`config.mk`:
```
export PLATFORM = sky130hd
export DESIGN_NAME = supv_fault_ready
export DESIGN_NICKNAME = d
export VERILOG_FILES = /design/src/rtl/supv_pkg.sv /design/src/rtl/supv_sync.sv /design/src/rtl/supv_chan_qual.sv /design/src/rtl/supv_fault_ready.sv
export SDC_FILE = /design/constraint.sdc
export NUM_CORES = 1
export LEC_CHECK = 0
export CAP_MARGIN = 20
export CORE_AREA = 2 2 40 42
export CTS_CLUSTER_DIAMETER = 60
export DETAILED_ROUTE_END_ITERATION = 8
export DIE_AREA = 0 0 42 44
export PLACE_DENSITY = 0.79
export SYNTH_ARGS = -nofsm -noshare
export SYNTH_HDL_FRONTEND = slang
export SYNTH_HIERARCHICAL = 1
export SYNTH_SLANG_ARGS = --single-unit
```
`constraint.sdc`:
```
create_clock -name clk -period 1.8 [get_ports clk]
set_input_delay 0.36 -clock clk [delete_from_list [all_inputs] [get_ports clk]]
set_output_delay 0.36 -clock clk [all_outputs]
set_load 0.05 [all_outputs]
```
`src/rtl/supv_pkg.sv`:
```
package supv_pkg;
   typedef enum logic {
      MODE_UV = 1'b0,
      MODE_OV = 1'b1
   } chan_mode_e;

   // comparator bit is 1 when the voltage is above its threshold
   function automatic logic chan_fault(chan_mode_e mode, logic cmp);
      return (mode == MODE_OV) ? cmp : ~cmp;
   endfunction
endpackage

```
`src/rtl/supv_sync.sv`:
```
module supv_sync #(
   parameter int W      = 2,
   parameter int STAGES = 2
) (
   input  logic         clk,
   input  logic         rst_n,
   input  logic [W-1:0] d,
   output logic [W-1:0] q
);
   generate
      if (STAGES < 2) begin : g_bad_stages
         $error("supv_sync: STAGES must be at least 2");
      end
      if (W < 1) begin : g_bad_width
         $error("supv_sync: W must be at least 1");
      end
   endgenerate

   logic [W-1:0] stg [STAGES];

   always_ff @(posedge clk or negedge rst_n) begin
      if (!rst_n) begin
         for (int i = 0; i < STAGES; i++) stg[i] <= '0;
      end else begin
         stg[0] <= d;
         for (int i = 1; i < STAGES; i++) stg[i] <= stg[i-1];
      end
   end

   assign q = stg[STAGES-1];
endmodule

```
`src/rtl/supv_chan_qual.sv`:
```
module supv_chan_qual
   import supv_pkg::*;
#(
   parameter int QUAL_CYC = 4
) (
   input  logic       clk,
   input  logic       rst_n,
   input  logic       en,
   input  chan_mode_e mode,
   input  logic       cmp,
   output logic       qual
);
   generate
      if (QUAL_CYC < 1) begin : g_bad_qual
         $error("supv_chan_qual: QUAL_CYC must be at least 1");
      end
   endgenerate

   localparam int CW = $clog2(QUAL_CYC + 1);
   localparam logic [CW-1:0] CMAX = CW'(QUAL_CYC);

   logic          raw;
   logic [CW-1:0] cnt;

   assign raw = en & chan_fault(mode, cmp);

   always_ff @(posedge clk or negedge rst_n) begin
      if (!rst_n)           cnt <= '0;
      else if (!raw)        cnt <= '0;
      else if (cnt != CMAX) cnt <= cnt + 1'b1;
   end

   assign qual = (cnt == CMAX);

   // a vanished condition clears the run at once
   p_run_clears_r4: assert property (@(posedge clk) disable iff (!rst_n)
      !raw |=> (cnt == '0) && !qual);
   // a disabled channel never qualifies
   p_disabled_quiet_r5: assert property (@(posedge clk) disable iff (!rst_n)
      !en |=> !qual);
   // qualification is reached only from a run that was in progress
   p_qual_needs_run_r2: assert property (@(posedge clk) disable iff (!rst_n)
      $rose(qual) |-> $past(raw));
endmodule

```
`src/rtl/supv_fault_ready.sv`:
```
module supv_fault_ready
   import supv_pkg::*;
#(
   parameter int NCH         = 2,
   parameter int SYNC_STAGES = 2,
   parameter int QUAL_CYC    = 4
) (
   input  logic           clk,
   input  logic           rst_n,
   input  logic [NCH-1:0] cmp_in,
   input  logic [NCH-1:0] cfg_ov,
   input  logic [NCH-1:0] cfg_ch_en,
   input  logic           reg_ok,
   input  logic           cfg_rdy_high,
   input  logic           rdy_pin_in,
   input  logic           marg_active,
   input  logic           cfg_mask_marg,
   output logic           fault_drive_low,
   output logic           rdy_drive_low,
   output logic           latch_active,
   output logic [NCH-1:0] cmp_state
);
   generate
      if (NCH < 1 || NCH > 32) begin : g_bad_nch
         $error("supv_fault_ready: NCH out of range");
      end
   endgenerate

   logic [NCH-1:0] cmp_s;
   logic [NCH-1:0] qual_v;
   logic           suppress;

   supv_sync #(.W(NCH), .STAGES(SYNC_STAGES)) u_sync (
      .clk   (clk),
      .rst_n (rst_n),
      .d     (cmp_in),
      .q     (cmp_s)
   );

   // an external low only counts when the block is not pulling low itself
   assign latch_active = cfg_rdy_high & ~rdy_drive_low & ~rdy_pin_in;

   always_ff @(posedge clk or negedge rst_n) begin
      if (!rst_n)            cmp_state <= '0;
      else if (!latch_active) cmp_state <= cmp_s;
   end

   for (genvar i = 0; i < NCH; i++) begin : g_chan
      supv_chan_qual #(.QUAL_CYC(QUAL_CYC)) u_qual (
         .clk   (clk),
         .rst_n (rst_n),
         .en    (cfg_ch_en[i]),
         .mode  (chan_mode_e'(cfg_ov[i])),
         .cmp   (cmp_state[i]),
         .qual  (qual_v[i])
      );
   end

   assign suppress = cfg_mask_marg & marg_active;

   always_ff @(posedge clk or negedge rst_n) begin
      if (!rst_n) begin
         fault_drive_low <= 1'b0;
         rdy_drive_low   <= 1'b0;
      end else begin
         fault_drive_low <= (|qual_v) & ~suppress;
         rdy_drive_low   <= cfg_rdy_high ? ~reg_ok : reg_ok;
      end
   end

   // margining with the mask set keeps the fault pin released
   p_margin_mask_r6: assert property (@(posedge clk) disable iff (!rst_n)
      (cfg_mask_marg && marg_active) |=> !fault_drive_low);
   // frozen samples do not move
   p_hold_frozen_r8: assert property (@(posedge clk) disable iff (!rst_n)
      latch_active |=> $stable(cmp_state));
   // ready follows regulation status with the chosen polarity
   p_ready_pol_r7: assert property (@(posedge clk) disable iff (!rst_n)
      (cfg_rdy_high && reg_ok) |=> !rdy_drive_low);
   // no qualified channel means the fault pin is released next
   p_fault_or_r3: assert property (@(posedge clk) disable iff (!rst_n)
      (qual_v == '0) |=> !fault_drive_low);
endmodule

```
Word level (Yosys, flattened, before mapping)

Index checks and enable logic that the tools add are counted.

Flip-flop bits (word level): 14
Input port bits: 13
Output and inout bits: 5
Word-level logic and storage cells: 35

$add $sub $neg: 2
Equal/unequal tests: 6
Multiplexer cells: 7
Bitwise gates (word level): 12
Reduce and logical (&&, ||, !) cells: 1

Operators with widths:

| cell                                                          | count |
|---|---|
| 3-bit 2-to-1 mux                                              | 4 |
| 3-bit by 1-bit adder with 3-bit output, second input constant | 2 |
| 1-bit bitwise AND                                             | 6 |
| 3-bit equality test, second input constant                    | 2 |
| 3-bit != test, second input constant                          | 2 |
| 1-bit NOT                                                     | 6 |
| 2-bit != test, second input constant                          | 2 |
| 1-bit 2-to-1 mux                                              | 3 |
| 2-bit OR reduction                                            | 1 |

Longest topological paths before layout

Gate-level depths: netlist (run 1).

Word-level depth: 4
Mapped depth: 5
Depth with buffers taken out: 5

By module

The synthesis (run 1) kept the hierarchy.

By module, submodules not included:

| module           | times used | cells each | area each (µm²) | seq. area each (µm²) |
|---|---|---|---|---|
| supv_chan_qual   | 2          | 19         | 196.4           | 75.1 |
| supv_fault_ready | 1          | 10         | 158.9           | 100.1 |
| supv_sync        | 1          | 6          | 115.1           | 100.1 |

Least setup slack after synthesis (run 1)

Ideal clock, no wire load.

Path type: register to register
Start: register rdy_drive_low
End: register cmp_state[0]
Arrival: 1.576 ns
Setup slack: 0.099 ns
Stages on the path, launching flop included: 3
Buffers on the path: 0
Clock period less this slack: 1.701 ns
Cells stage by stage: dfrtp_1 > nor3b_4 > mux2_2

Word-level cells in the longest chain between the ends: 3

Ends and longest elaborated chain:

| what                            | RTL line               | RTL |
|---|---|---|
| start: declaration              | supv_fault_ready.sv:19 | `output logic rdy_drive_low,` |
| start signal: assignment        | supv_fault_ready.sv:67 | `rdy_drive_low <= cfg_rdy_high ? ~reg_ok : reg_ok;` |
| 1-bit NOT                       | supv_fault_ready.sv:41 | `assign latch_active = cfg_rdy_high & ~rdy_drive_low & ~rdy_pin_in;` |
| 1-bit bitwise AND (2 in series) | supv_fault_ready.sv:41 |  |
| via latch_active                | supv_fault_ready.sv:20 | `output logic latch_active,` |
| end signal: assignment          | supv_fault_ready.sv:45 | `else if (!latch_active) cmp_state <= cmp_s;` |
| end: declaration                | supv_fault_ready.sv:21 | `output logic [NCH-1:0] cmp_state` |

The timed path passes the listed nets, and every way through them passes these cells.
A chain may end at the register's enable or synchronous reset.

Final worst setup path (run 1)

Start: input cfg_rdy_high
End: output latch_active

Word-level cells in the longest chain between the ends: 2

Ends and longest elaborated chain:

| what                            | RTL line               | RTL |
|---|---|---|
| start: declaration              | supv_fault_ready.sv:14 | `input logic cfg_rdy_high,` |
| 1-bit bitwise AND (2 in series) | supv_fault_ready.sv:41 |  |
| end: declaration                | supv_fault_ready.sv:20 |  |

Every way passes these cells.

==> reports/metrics.yaml, run 1 <==
logic_synthesis:
  ys_async_sr_fraction_pct: 100
  ys_seq_area_share_pct: 52.5
  yosysTopAreaCell: "dfrtp_1"
  synthDistinctLibCells: 16
  avgSynthCellArea_um2: 12.3
  ys_seq_elements: 14
  synth_edf_count: 0
  synth_cells: 54
  yosysWarnings: 6
  synth_ff_type: "dfrtp_1"
  synthTopCellsByArea: "dfrtp_1 (53%), ha_1 (7.5%), a211oi_1 (4.5%)"
  syn-num-nets: 71
  synthesis.area_um2: 667
  synth.top_cell.area_share_pct: 52.5
drt:
  highest_layer: "met4"
  route.met2.wl_um: 557
  viasPerCell: 4.97
  routed_wl_um: 1110
  drtAntennaViolNets: 0
  routedWlPerCell_um: 12.5
  drt_iter0_drc: 7
  wl_met3_um: 71
  drc: 0
  vias: 442
  drt_pass1_iterations: 2
  wl_met1_um: 471
cells_and_area:
  nets: 92
  mostFrequentLayoutCell: "dfrtp_1"
  drive_gt1_share_pct: 27.4
  diodes: 0
  fin_cells: 89
  post-route-util_pct: 61.5
  area_delta_synth_final_pct: 30.8
  final_cell_mix: "dfrtp_1 (14), clkdlybuf4s50_1 (12), inv_1 (6)"
  multi_input_area_um2: 279
  finalInstanceArea_um2: 872
  fillers: 119
  ff_latch_area_um2: 350
sta:
  tightest_slew_ps: 308
  fin_crit_ps: 1690
  fmax_mhz: 593
  slew_viol_final: 0
  hold_viol: 0
  maxSlewHeadroom_pct: 79.4
  rsz0062_at_grt: "no"
  fin_skew_ps: 1.63
  finalCritPeriodShare_pct: 93.7
  setup_violations: 0
  setup_tns_ps: 0
clock_network:
  cts_buffers: 3
  cts.sinks: 14
  cts_setup_buffers: 0
  cts.repair.resized: 0
  clk_latency_ps: 260
  cts_buffer_depth: 2
  cts-root-buf: "clkbuf_4"
  clk_pin_slew_ps: 80
  ctsHoldBuffers: 0
  cts_tree: "yes"
  htreeDepth: 1
floorplan:
  die_w_um: 42
  start_util_pct: 47.0
  core-area_mm2: 0.00142
  die_area_mm2: 0.00185
  die_h_um: 44
  fp-row-count: 14
  ios: 18
pwr:
  peakVddDrop_uv: 497
  power_frac_clock_pct: 25.4
  switching_share_pct: 26.5
  power_density_mw_per_mm2: 745
  power_frac_seq_pct: 53.5
  netSwitchingPower_mw: 0.172
  intPower_mw: 0.477
  p_leak_nw: 0.406
  power.share.combinational_pct: 21.1
job:
  cap_violations: 0
status:
  status: "finished clean"
global_routing:
  antenna_found_initial: 0
  grt_pass1_vias: 469
  grt_pass1_wl_um: 1990
  grt_start_max_net_pins: 15
  gr-usage-all-layers_pct: 14.7
  overflow: 0
placement:
  dp_cells: 86
  portBuffers: 17
  gp_congestion: 0.747
  dpl.hpwl_um: 885
  placed_cell_area_um2: 850
critical_path:
  crit_arrival_ps: 1330
  worstSetupStartpointType: "primary input"
  crit_fanout: 3
  critical_path_class: "primary input to primary output"
  required_ps: 1440
  crit_path_end_kind: "primary output"
worst_hold_path:
  hp-class: "register to register"
## through the flow
step / setup WS (ps) / hold WS, ps / power, mW
2_1_floorplan: 98.9 / 64.4 / 0.432
4_1_cts: 102 / 368 / 0.662
3_3_place_gp: 131 / 334 / 0.488
5_1_grt: 59.8 / 381 / 0.693
3_5_place_dp: 104 / 336 / 0.493
6_report: 113 / 367 / 0.650
## flip-flops by register name, indices dropped and copies added (netlist names)
register / count
g_chan.u_qual/cnt: 6
cmp_state: 2
u_sync/q: 2
u_sync/stg: 2
fault_drive_low: 1
rdy_drive_low: 1
## worst paths after layout
path                                           end  slack, ps  cells after the start                     from
min in group asynchronous              u_sync/q[0]        390                      2                    rst_n
max in group asynchronous  g_chan[1].u_qual/cnt[0]       1240                      2                    rst_n
min                                    u_sync/q[1]        370                      0            u_sync/stg[3]
min reg2reg                            u_sync/q[1]        370                      0            u_sync/stg[3]
max reg2reg                g_chan[0].u_qual/cnt[1]        510                      4  g_chan[0].u_qual/cnt[0]
max                                   latch_active        110                      3             cfg_rdy_high
## power by group through the flow
| stage | Combinational, mW | Clock (mW) | Sequential (mW) |
|---|---|---|---|
| finish | 0.137 | 0.165 | 0.348 |
| CTS | 0.139 | 0.175 | 0.348 |
| global route | 0.151 | 0.192 | 0.350 |
| detailed placement | 0.139 | 0 | 0.354 |
| floorplan | 0.0596 | 0 | 0.372 |
| global placement | 0.135 | 0 | 0.353 |
## cells by family after synthesis
family / count (synthesis) / synth area share (%)
AOI/OAI and AO/OA: 9 / 10.9
xor gates and xnor gates: 3 / 3.94
adders and majority gates: 4 / 7.50
buffers and inverters: 8 / 5.63
DFF: 14 / 52.5
muxes: 2 / 3.38
and+or+nand+nor: 14 / 16.1
## cell type report
cell class	instances	share of cell area, %
timing repair buffer	18	20.4
multi-input combinational	32	32.0
sequential	14	40.2
tap	16	2.30
clock buffer	3	2.58
inverter	6	2.58
## routing by layer
layer	GRT usage [%]	up-vias
met5	0	-
met4	5.81	0
met3	4.17	2
met2	24.4	15
met1	18.2	201
li1	-	224
## Yosys cell counts, types with 2 or more instances
cell,n
inv_1,6
ha_1,4
dfrtp_1,14
a211oi_1,4
nand3_1,4
a21o_2,2
mux2_2,2
a21bo_2,2
and3b_1,2
buf_4,2
xor2_1,3
and2_2,2
nor2_1,3
nor4_2,2
## worst max-delay path: stages
cell and delay, ps:
clkdlybuf4s50_1 490, nor3b_4 290, buf_12 180
Note: power is estimated with default switching activity, not from simulation.
==> run 2: changes to the inputs <==
--- a/config.mk
+++ b/config.mk
@@ -7,7 +7,8 @@
 export LEC_CHECK = 0
 export CAP_MARGIN = 20
 export CORE_AREA = 2 2 40 42
-export CTS_CLUSTER_DIAMETER = 60
+export CTS_CLUSTER_DIAMETER = 30
+export CTS_CLUSTER_SIZE = 8
 export DETAILED_ROUTE_END_ITERATION = 8
 export DIE_AREA = 0 0 42 44
 export PLACE_DENSITY = 0.79
==> results of run 2 <==
The final DEF is identical to that of run 1; final timing and power are the same.
==> run 3: changes to the inputs <==
--- a/config.mk
+++ b/config.mk
@@ -6,12 +6,15 @@
 export NUM_CORES = 1
 export LEC_CHECK = 0
 export CAP_MARGIN = 20
-export CORE_AREA = 2 2 40 42
+export CELL_PAD_IN_SITES_DETAIL_PLACEMENT = 1
+export CELL_PAD_IN_SITES_GLOBAL_PLACEMENT = 1
+export CORE_AREA = 2 2 45 47
 export CTS_CLUSTER_DIAMETER = 30
 export CTS_CLUSTER_SIZE = 8
 export DETAILED_ROUTE_END_ITERATION = 8
-export DIE_AREA = 0 0 42 44
-export PLACE_DENSITY = 0.79
+export DIE_AREA = 0 0 47 49
+export PLACE_DENSITY_LB_ADDON = 0.1
+export SKIP_LAST_GASP = 1
 export SYNTH_ARGS = -nofsm -noshare
 export SYNTH_HDL_FRONTEND = slang
 export SYNTH_HIERARCHICAL = 1
==> reports/metrics.yaml, run 3 (same netlist as run 1, synthesis figures left out) <==
critical_path:
  critical_path_class: "primary input to primary output"  # unchanged
  path_buf_inv: 2  # unchanged
  critical-path-top-delay-family: "buffers and inverters"  # unchanged
  crit_arrival_ps: 1330  # about the same
  worstSetupStartpointType: "primary input"  # unchanged
  r2r_start: "g_chan[0].u_qual/cnt[0]"  # unchanged
  required_ps: 1440  # about the same
  cpPeakStageDelay_ps: 490  # about the same
  crit_fanout: 3  # unchanged
  crit_path_end_kind: "primary output"  # unchanged
  slowest_stage: "clkdlybuf4s50_1"  # unchanged
  path_cells: "clkdlybuf4s50_1, nor3b_4, buf_12"  # unchanged
  crit_start: "cfg_rdy_high"  # unchanged
pwr:
  netSwitchingPower_mw: 0.184  # was 0.172 mW
  power.share.combinational_pct: 19.5  # was 21.1%
  power_density_mw_per_mm2: 785  # was 745 mW/mm²
  power_frac_seq_pct: 49.1  # was 53.5%
  power_frac_clock_pct: 31.4  # was 25.4%
  peakVddDrop_uv: 373  # was 497 µV
  p_leak_nw: 0.413  # was 0.406 nW
  intPower_mw: 0.523  # was 0.477 mW
  switching_share_pct: 26.0  # was 26.5%
sta:
  rsz0062_at_grt: "no"  # unchanged
  maxSlewHeadroom_pct: 78.4  # was 79.4%
  fin_crit_ps: 1690  # about the same
  fmax_mhz: 590  # was 593 MHz
  setup_tns_ps: 0  # unchanged
  finalCritPeriodShare_pct: 94.1  # was 93.7%
  slew_viol_final: 0  # unchanged
  fin_skew_ps: 0.772  # was 1.63 ps
  tightest_slew_ps: 323  # was 308 ps
  setup_violations: 0  # unchanged
  hold_viol: 0  # unchanged
global_routing:
  grt_pass1_vias: 489  # was 469
  antenna_found_initial: 0  # unchanged
  gr-usage-all-layers_pct: 12.8  # was 14.7%
  grt_start_max_net_pins: 15  # unchanged
  overflow: 0  # unchanged
  grt_pass1_wl_um: 2100  # was 1990 µm
floorplan:
  ios: 18  # unchanged
  core-area_mm2: 0.00184  # was 0.00142 mm²
  die_area_mm2: 0.00230  # was 0.00185 mm²
  die_h_um: 49  # was 44 µm
  start_util_pct: 36.2  # was 47.0%
  die_w_um: 47  # was 42 µm
  fp-row-count: 16  # was 14
cells_and_area:
  diodes: 0  # unchanged
  finalInstanceArea_um2: 900  # was 872 µm²
  drive_gt1_share_pct: 28.4  # was 27.4%
  largest_reg_flops: 6  # unchanged
  mostFrequentLayoutCell: "dfrtp_1"  # unchanged
  nets: 92  # unchanged
  area_delta_synth_final_pct: 34.9  # was 30.8%
  final_cell_mix: "dfrtp_1 (14), clkdlybuf4s50_1 (12), inv_1 (6)"  # unchanged
  largest_register: "g_chan.u_qual/cnt"  # unchanged
placement:
  gp_congestion: 0.684  # was 0.747
  dpl.hpwl_um: 937  # was 885 µm
  placed_cell_area_um2: 863  # was 850 µm²
  portBuffers: 17  # unchanged
drt:
  viasPerCell: 4.35  # was 4.97
  drc: 0  # unchanged
  drt_iter0_drc: 3  # was 7
  routedWlPerCell_um: 11.9  # was 12.5 µm
  vias: 439  # was 442
  drt_pass1_iterations: 3  # was 2
  routed_wl_um: 1200  # was 1110 µm
  drtAntennaViolNets: 0  # unchanged
clock_network:
  clk_pin_slew_ps: 80  # about the same
  cts.repair.resized: 0  # unchanged
  cts-root-buf: "clkbuf_4"  # unchanged
  cts.sinks: 14  # unchanged
  htreeDepth: 1  # unchanged
  cts_setup_buffers: 0  # unchanged
  cts_buffer_depth: 2  # unchanged
  clk_latency_ps: 270  # was 260 ps
  ctsHoldBuffers: 0  # unchanged
  cts_buffers: 3  # unchanged
  cts_tree: "yes"  # unchanged
worst_hold_path:
  hp-class: "register to register"  # unchanged
  min_from: "u_sync/stg[2]"  # was u_sync/stg[3]
job:
  cap_violations: 0  # unchanged
status:
  status: "finished clean"  # unchanged
## run 3: changes by cell type in the layout (fill, tap and decap cells not counted)
cell	change
clkbuf_8	+1
## run 3: routing by layer
layer / wire length, µm / track usage (%)
met1: 529 / 17.2
met3: 47 / 2.22
met4: 0 / 5.56
met5: 0 / 0
met2: 624 / 19.9
## run 3: final timing paths
check	endpoint	slack [ps]	cells after the start
max in group asynchronous	g_chan[0].u_qual/cnt[0]	1250	2
max	latch_active	110	3
min in group asynchronous	g_chan[1].u_qual/cnt[0]	390	2
max reg2reg	g_chan[0].u_qual/cnt[1]	520	4
min reg2reg	u_sync/q[0]	350	0
min	u_sync/q[0]	350	0
## run 3: per-stage QoR
| stage | util [%] | hold WS [ps] | power, mW | setup slack (ps) | std cells |
|---|---|---|---|---|---|
| 3_5_place_dp | 46.9 | 336 | 0.495 | 93.2 | 97 |
| 4_1_cts | 48.8 | 356 | 0.722 | 101 | 101 |
| 6_report | 48.8 | 353 | 0.707 | 107 | 101 |
| 3_3_place_gp | 46.9 | 334 | 0.492 | 125 | 97 |
| 5_1_grt | 48.8 | 369 | 0.754 | 52.3 | 101 |
| 2_1_floorplan | - | 64.4 | 0.432 | 98.9 | 54 |
## run 3: final cells by class
type / instances / area (µm²)
Clock buffer: 4 / 36.3
Tap cell: 27 / 33.8
Sequential cell: 14 / 350
Multi-Input combinational cell: 32 / 279
Inverter: 6 / 22.5
Fill cell: 209 / 942
Timing Repair Buffer: 18 / 178
## run 3: power by group through the flow
stage	registers (mW)	logic (mW)	clock network [mW]
floorplan	0.372	0.0596	0
global placement	0.354	0.138	0
detailed placement	0.354	0.140	0
CTS	0.348	0.141	0.233
global route	0.350	0.153	0.251
finish	0.347	0.138	0.222
## run 3: worst reg2reg max path, stage by stage, from the launching register on
cell and delay, ps:
dfrtp_1 420, inv_1 60, ha_1 260, a21bo_2 230
a211oi_1 230
